<file path="src/rtl/hsd_pkg.sv">
package hsd_pkg;
  typedef enum logic [1:0] {
    PH_IDLE   = 2'd0,
    PH_DATA   = 2'd1,
    PH_ACK_LO = 2'd2,
    PH_ACK_HI = 2'd3
  } phase_e;

  typedef struct packed {
    logic scl_rise;
    logic scl_fall;
    logic start;
    logic stop;
  } bus_ev_t;
endpackage

</file>
<file path="src/rtl/hsd_sync.sv">
module hsd_sync #(
  parameter int unsigned STAGES    = 2,
  parameter bit          RESET_VAL = 1'b1
) (
  input  logic clk_i,
  input  logic rst_ni,
  input  logic d_i,
  output logic q_o
);
  logic [STAGES-1:0] ff_q;

  always_ff @(posedge clk_i or negedge rst_ni) begin
    if (!rst_ni) ff_q <= {STAGES{RESET_VAL}};
    else if (STAGES == 1) ff_q <= d_i;
    else ff_q <= {ff_q[STAGES-2:0], d_i};
  end

  assign q_o = ff_q[STAGES-1];
endmodule

</file>
<file path="src/rtl/hsd_cond_det.sv">
module hsd_cond_det
  import hsd_pkg::*;
(
  input  logic    clk_i,
  input  logic    rst_ni,
  input  logic    scl_s_i,
  input  logic    sda_s_i,
  output bus_ev_t ev_o
);
  logic scl_q, sda_q;

  always_ff @(posedge clk_i or negedge rst_ni) begin
    if (!rst_ni) begin
      scl_q <= 1'b1;
      sda_q <= 1'b1;
    end else begin
      scl_q <= scl_s_i;
      sda_q <= sda_s_i;
    end
  end

  // SCL must be high in both samples; a simultaneous SCL rise is a data edge
  assign ev_o.scl_rise = !scl_q && scl_s_i;
  assign ev_o.scl_fall = scl_q && !scl_s_i;
  assign ev_o.start    = scl_q && scl_s_i && sda_q && !sda_s_i;
  assign ev_o.stop     = scl_q && scl_s_i && !sda_q && sda_s_i;

  a_r2_start_single: assert property (@(posedge clk_i) disable iff (!rst_ni)
    ev_o.start |=> !ev_o.start);
  a_r3_stop_single: assert property (@(posedge clk_i) disable iff (!rst_ni)
    ev_o.stop |=> !ev_o.stop);
  a_r11_rise_not_start: assert property (@(posedge clk_i) disable iff (!rst_ni)
    ev_o.scl_rise |-> !ev_o.start);
endmodule

</file>
<file path="src/rtl/hsd_byte_cap.sv">
module hsd_byte_cap
  import hsd_pkg::*;
#(
  parameter int unsigned BYTE_W = 8,
  localparam int unsigned CNT_W = $clog2(BYTE_W)
) (
  input  logic              clk_i,
  input  logic              rst_ni,
  input  bus_ev_t           ev_i,
  input  logic              sda_s_i,
  output logic              byte_done_o,
  output logic [BYTE_W-1:0] byte_o,
  output logic              ack_end_o
);
  phase_e            phase_q;
  logic [CNT_W-1:0]  cnt_q;
  logic [BYTE_W-1:0] shreg_q;
  logic              last_bit;

  assign last_bit    = (cnt_q == CNT_W'(BYTE_W - 1));
  assign byte_done_o = (phase_q == PH_DATA) && ev_i.scl_rise && last_bit;
  assign byte_o      = {shreg_q[BYTE_W-2:0], sda_s_i};
  assign ack_end_o   = (phase_q == PH_ACK_HI) && ev_i.scl_fall;

  always_ff @(posedge clk_i or negedge rst_ni) begin
    if (!rst_ni) begin
      phase_q <= PH_IDLE;
      cnt_q   <= '0;
      shreg_q <= '0;
    end else if (ev_i.start) begin
      phase_q <= PH_DATA;
      cnt_q   <= '0;
      shreg_q <= '0;
    end else if (ev_i.stop) begin
      phase_q <= PH_IDLE;
      cnt_q   <= '0;
    end else begin
      unique case (phase_q)
        PH_DATA: if (ev_i.scl_rise) begin
          shreg_q <= byte_o;
          if (last_bit) begin
            phase_q <= PH_ACK_LO;
            cnt_q   <= '0;
          end else begin
            cnt_q <= cnt_q + 1'b1;
          end
        end
        PH_ACK_LO: if (ev_i.scl_rise) phase_q <= PH_ACK_HI;
        PH_ACK_HI: if (ev_i.scl_fall) phase_q <= PH_IDLE;
        default: ;
      endcase
    end
  end

  a_r10_cnt_range: assert property (@(posedge clk_i) disable iff (!rst_ni)
    cnt_q <= CNT_W'(BYTE_W - 1));
  a_r10_one_byte: assert property (@(posedge clk_i) disable iff (!rst_ni)
    byte_done_o |=> (phase_q == PH_ACK_LO));
endmodule

</file>
<file path="src/rtl/hsd_mode_ctl.sv">
module hsd_mode_ctl #(
  parameter int unsigned       BYTE_W   = 8,
  parameter logic [BYTE_W-1:0] MC_VALUE = 8'b0000_1000,
  parameter logic [BYTE_W-1:0] MC_MASK  = 8'b1111_1000
) (
  input  logic              clk_i,
  input  logic              rst_ni,
  input  logic              start_i,
  input  logic              stop_i,
  input  logic              byte_done_i,
  input  logic [BYTE_W-1:0] byte_i,
  input  logic              ack_end_i,
  output logic              hs_mode_o,
  output logic              ack_suppress_o
);
  logic hs_q, ack_q, mc_hit;

  // compare only while still in standard/fast mode
  assign mc_hit = byte_done_i && !hs_q && ((byte_i & MC_MASK) == (MC_VALUE & MC_MASK));

  always_ff @(posedge clk_i or negedge rst_ni) begin
    if (!rst_ni) begin
      hs_q  <= 1'b0;
      ack_q <= 1'b0;
    end else if (stop_i) begin
      hs_q  <= 1'b0;
      ack_q <= 1'b0;
    end else if (mc_hit) begin
      hs_q  <= 1'b1;
      ack_q <= 1'b1;
    end else if (start_i || ack_end_i) begin
      ack_q <= 1'b0;
    end
  end

  assign hs_mode_o      = hs_q;
  assign ack_suppress_o = ack_q;

  a_r8_stop_clears: assert property (@(posedge clk_i) disable iff (!rst_ni)
    stop_i |=> (!hs_q && !ack_q));
  a_r7_hs_sticky: assert property (@(posedge clk_i) disable iff (!rst_ni)
    (hs_q && !stop_i) |=> hs_q);
  a_r4_set_by_byte: assert property (@(posedge clk_i) disable iff (!rst_ni)
    $rose(hs_q) |-> $past(byte_done_i));
  a_r5_ack_in_hs: assert property (@(posedge clk_i) disable iff (!rst_ni)
    ack_q |-> hs_q);
  a_r9_no_ack_in_hs: assert property (@(posedge clk_i) disable iff (!rst_ni)
    (hs_q && byte_done_i) |=> !ack_q);
endmodule

</file>
<file path="src/rtl/hs_entry_det.sv">
module hs_entry_det
  import hsd_pkg::*;
#(
  parameter int unsigned       SYNC_STAGES = 2,
  parameter int unsigned       BYTE_W      = 8,
  parameter logic [BYTE_W-1:0] MC_VALUE    = 8'b0000_1000,
  parameter logic [BYTE_W-1:0] MC_MASK     = 8'b1111_1000
) (
  input  logic clk_i,
  input  logic rst_ni,
  input  logic scl_i,
  input  logic sda_i,
  output logic hs_mode_o,
  output logic ack_suppress_o,
  output logic start_o,
  output logic stop_o
);
  localparam int unsigned N_LINES = 2;

  logic [N_LINES-1:0] line_raw, line_s;
  bus_ev_t            ev;
  logic               byte_done, ack_end;
  logic [BYTE_W-1:0]  byte_val;

  assign line_raw = {scl_i, sda_i};

  for (genvar g = 0; g < N_LINES; g++) begin : g_sync
    hsd_sync #(.STAGES(SYNC_STAGES), .RESET_VAL(1'b1)) u_sync (
      .clk_i (clk_i),
      .rst_ni(rst_ni),
      .d_i   (line_raw[g]),
      .q_o   (line_s[g])
    );
  end

  hsd_cond_det u_cond (
    .clk_i  (clk_i),
    .rst_ni (rst_ni),
    .scl_s_i(line_s[1]),
    .sda_s_i(line_s[0]),
    .ev_o   (ev)
  );

  hsd_byte_cap #(.BYTE_W(BYTE_W)) u_cap (
    .clk_i      (clk_i),
    .rst_ni     (rst_ni),
    .ev_i       (ev),
    .sda_s_i    (line_s[0]),
    .byte_done_o(byte_done),
    .byte_o     (byte_val),
    .ack_end_o  (ack_end)
  );

  hsd_mode_ctl #(.BYTE_W(BYTE_W), .MC_VALUE(MC_VALUE), .MC_MASK(MC_MASK)) u_mode (
    .clk_i         (clk_i),
    .rst_ni        (rst_ni),
    .start_i       (ev.start),
    .stop_i        (ev.stop),
    .byte_done_i   (byte_done),
    .byte_i        (byte_val),
    .ack_end_i     (ack_end),
    .hs_mode_o     (hs_mode_o),
    .ack_suppress_o(ack_suppress_o)
  );

  assign start_o = ev.start;
  assign stop_o  = ev.stop;

  a_r1_reset_quiet: assert property (@(posedge clk_i) disable iff (!rst_ni)
    $rose(rst_ni) |-> (!hs_mode_o && !ack_suppress_o));
  a_r12_no_cond_scl_low: assert property (@(posedge clk_i) disable iff (!rst_ni)
    (!line_s[1]) |-> (!start_o && !stop_o));
endmodule

</file>
<file path="config.mk">
export PLATFORM = sky130hd
export DESIGN_NAME = hs_entry_det
export DESIGN_NICKNAME = d
export VERILOG_FILES = /design/src/rtl/hsd_pkg.sv /design/src/rtl/hsd_sync.sv /design/src/rtl/hsd_cond_det.sv /design/src/rtl/hsd_byte_cap.sv /design/src/rtl/hsd_mode_ctl.sv /design/src/rtl/hs_entry_det.sv
export SDC_FILE = /design/constraint.sdc
export NUM_CORES = 1
export LEC_CHECK = 0
export BUFFER_PORTS_ARGS = -buffer_cell sky130_fd_sc_hd__buf_2
export CAP_MARGIN = 20
export CORE_ASPECT_RATIO = 0.8
export CORE_MARGIN = 2
export CORE_UTILIZATION = 30
export CTS_BUF_LIST = sky130_fd_sc_hd__clkbuf_8
export DETAILED_ROUTE_END_ITERATION = 7
export GPL_TIMING_DRIVEN = 0
export PLACE_DENSITY_LB_ADDON = 0.05
export SYNTH_ARGS = -nofsm -noshare
export SYNTH_HDL_FRONTEND = slang
export SYNTH_SLANG_ARGS = --single-unit
</file>
<file path="constraint.sdc">
create_clock -name clk_i -period 3.2 [get_ports clk_i]
set_input_delay 0.32 -clock clk_i [delete_from_list [all_inputs] [get_ports clk_i]]
set_output_delay 0.32 -clock clk_i [all_outputs]
set_load 0.01 [all_outputs]
</file>
==> flow_metrics.py <==
metrics = {
    "outcome": {
        "run_status": "finished with violations",
        "violations": "negative hold slack",
    },
    "synth": {
        "synth_cell_types": 32,
        "postSynthNetCount": 78,
        "yosys_warnings": 0,
        "synth_cells": 72,
        "synthFlopType": "dfrtp_1",
        "synth_async_sr_flop_share_pct": 100,
        "synth_edf_count": 0,
        "yosysSeqAreaShare_pct": 57.2,
        "yosys_register_bits": 20,
        "mapped_area_um2": 888,
        "post_synth.cell_area_avg_um2": 12.3,
    },
    "timing": {
        "rsz_0062_raised_after_global_routing": "false",
        "hold_ws_ns": -0.000359,
        "max_freq_mhz": 544,
        "worst_pin_slew_ns": 0.460,
        "fin_skew_ns": 0.00178,
        "final_min_period_over_clock_period_pct": 57.4,
        "final-setup-viol-count": 0,
        "hold_viol_final": 1,
        "min_period_ns": 1.84,
        "final-max-slew-violation-count": 0,
        "worst_slew_margin_rel_pct": 69.4,
        "finalSetupTns_ns": 0,
    },
    "placement": {
        "place.port_buffers": 7,
        "finalWeightedCongestion": 0.674,
        "place.detailed.hpwl_um": 1120,
    },
    "global_routing": {
        "gr-usage-met1_pct": 15.3,
        "grtUsageTotal_pct": 11.7,
        "initial_antenna_violation_count": 0,
        "global_route.usage.met3_pct": 3.87,
        "grt_pass1_wl_um": 2870,
        "grt_remaining_overflow": 0,
        "vias_in_the_first_global_route": 586,
        "pin_count_of_the_biggest_net_entering_global_routing": 21,
        "global_route.peak_usage_layer": "met2",
        "gr-usage-met2_pct": 18.0,
    },
    "min_path": {
        "hold_path_class": "input port to asynchronous set/reset pin",
    },
    "final_layout": {
        "antenna_cells": 0,
        "postLayoutCoreUtil_pct": 37.4,
        "drive_gt1_share_pct": 30.1,
        "layout.nets": 90,
        "area_growth_syn_to_layout_pct": 17.3,
    },
    "clocking": {
        "clock_path_buffers": 2,
        "clock_tree.root_cell": "clkbuf_8",
        "worstSkewPairLatency_ns": 0.26,
        "tritoncts.num_buffers": 3,
        "post_cts_repair_resize_count": 0,
        "clock_sink_count": 20,
        "cts.htree.levels": 1,
        "postCtsSetupRepairBufs": 0,
        "cts_hold_buffers": 0,
        "tritoncts": "yes",
        "clock_transition_at_path_regs_ns": 0.08,
    },
    "pwr": {
        "leakage_nw": 0.465,
        "power_per_cell_area_nw_per_um2": 695,
        "ir_worst_vdd_v": 0.000292,
    },
    "floorplan": {
        "initial_core_util_pct": 31.9,
        "die_w_um": 64.8,
        "floorplan.core_area_um2": 2790,
        "rows": 17,
        "die_height_um": 52.7,
        "pin_count": 8,
        "design.die.area_um2": 3420,
    },
    "flow_run": {
        "cap_violations": 0,
    },
    "detailed_routing": {
        "num_vias": 575,
        "drt_first_iter_violations": 16,
        "drt_pass1_iterations": 4,
        "vias_per_cell": 4.75,
        "drtAntennaViolNets": 0,
        "routed_wirelength_um": 1640,
        "drcViolationCount": 0,
        "post_drt_wl_per_cell_um": 13.5,
    },
    "setup_path": {
        "worstPathMaxFanout": 10,
        "criticalPathCategory": "register to output pin",
        "worst_ep_arrival_time_ns": 1.52,
        "critPathRequiredTime_ns": 2.88,
        "reg2reg_slack_ns": 1.70,
        "cp-end-kind": "output pin",
        "worstSetupStartpointType": "register",
    },
}
## layout make-up
cell class | instances | area [um^2]
sequential | 20 | 508
multi-input combinational | 46 | 342
clock buffer | 3 | 41.3
timing repair buffer | 7 | 35.0
inverter | 3 | 11.3
clock inverter | 1 | 30.0
fill | 283 | 1740
buffer | 3 | 27.5
tap | 38 | 47.5
## cell usage in the layout, fill, tap and decap left out, drive strengths merged, types with 2 or more instances in the layout
cell	instances
dfrtp	14
buf	10
nor2	6
a22o	6
dfstp	6
o21ai	5
a21oi	4
inv	3
nand2	3
clkbuf	3
nand4b	2
nand2b	2
ha	2
and3b	2
## critical path: stages, from the launching register on
cell and delay [ns]:
dfstp_2 0.56, buf_2 0.22, nand2_1 0.12, nor2_1 0.20, buf_2 0.17
## where the power goes
| group | switching (W) | internal [W] | total [W] |
|---|---|---|---|
| Sequential | 0.0000419 | 0.000310 | 0.000352 |
| Combinational | 0.0000540 | 0.0000628 | 0.000117 |
| Clock | 0.0000887 | 0.000167 | 0.000256 |
## cell families after synthesis
group           Yosys count  share of synthesized area [%]
buf+inv                   6                           4.37
xor+xnor                  1                          0.986
simple gates             23                           17.2
fa+ha+maj                 2                           2.82
mux                       2                           2.39
compound gates           18                           15.1
flops                    20                           57.2
## cells in the mapped netlist (2+ instances only)
cell | n | area share [%]
a22o_1 | 6 | 5.9
nor2_1 | 6 | 2.5
nand2_1 | 3 | 1.3
ha_1 | 2 | 2.8
nand2b_1 | 2 | 1.4
o21ai_0 | 2 | 1.1
dfstp_2 | 6 | 18
nand4b_1 | 2 | 2.0
inv_1 | 3 | 1.3
a21oi_1 | 3 | 1.7
dfrtp_1 | 14 | 39
o21ai_1 | 2 | 1.1
buf_6 | 2 | 2.5
## per-stage QoR
step	cells	setup slack [ns]	instance area (um^2)	total power, W	hold slack, ns
5_1_grt	121	1.24	1040	0.000771	0.0335
3_5_place_dp	117	1.63	971	0.000479	0.302
3_3_place_gp	117	1.64	971	0.000474	0.299
2_1_floorplan	72	1.80	888	0.000442	0.0244
6_report	121	1.36	1040	0.000725	-0.000359
4_1_cts	121	1.33	1040	0.000734	0.0211
## metal layers
layer | up-vias | wire (um)
met4 | 0 | 16
met5 | - | 0
li1 | 280 | -
met1 | 286 | 846
met3 | 2 | 52
met2 | 7 | 721
## worst paths after layout
path | cells after the start | startpoint | to
hold reg to reg | 0 | g_sync[0].u_sync.ff_q[0] | g_sync[0].u_sync.ff_q[1]
hold / removal | 1 | rst_ni | u_cap.shreg_q[0]
min in group clk_i | 1 | scl_i | g_sync[1].u_sync.ff_q[0]
setup / recovery | 4 | g_sync[1].u_sync.ff_q[1] | stop_o
max in group asynchronous | 1 | rst_ni | g_sync[0].u_sync.ff_q[0]
setup reg to reg | 3 | g_sync[0].u_sync.ff_q[1] | u_cap.shreg_q[0]
## flip-flops by register name (all words and copies together) (netlist names)
| name | flops |
|---|---|
| g_sync.u_sync.ff_q | 4 |
| u_cap.cnt_q | 3 |
| u_cap.phase_q | 2 |
| u_cap.shreg_q | 7 |
| u_cond.scl_q | 1 |
| u_cond.sda_q | 1 |
| u_mode.ack_suppress_o | 1 |
| u_mode.hs_mode_o | 1 |
No activity file was read; power rests on OpenSTA's default activity.
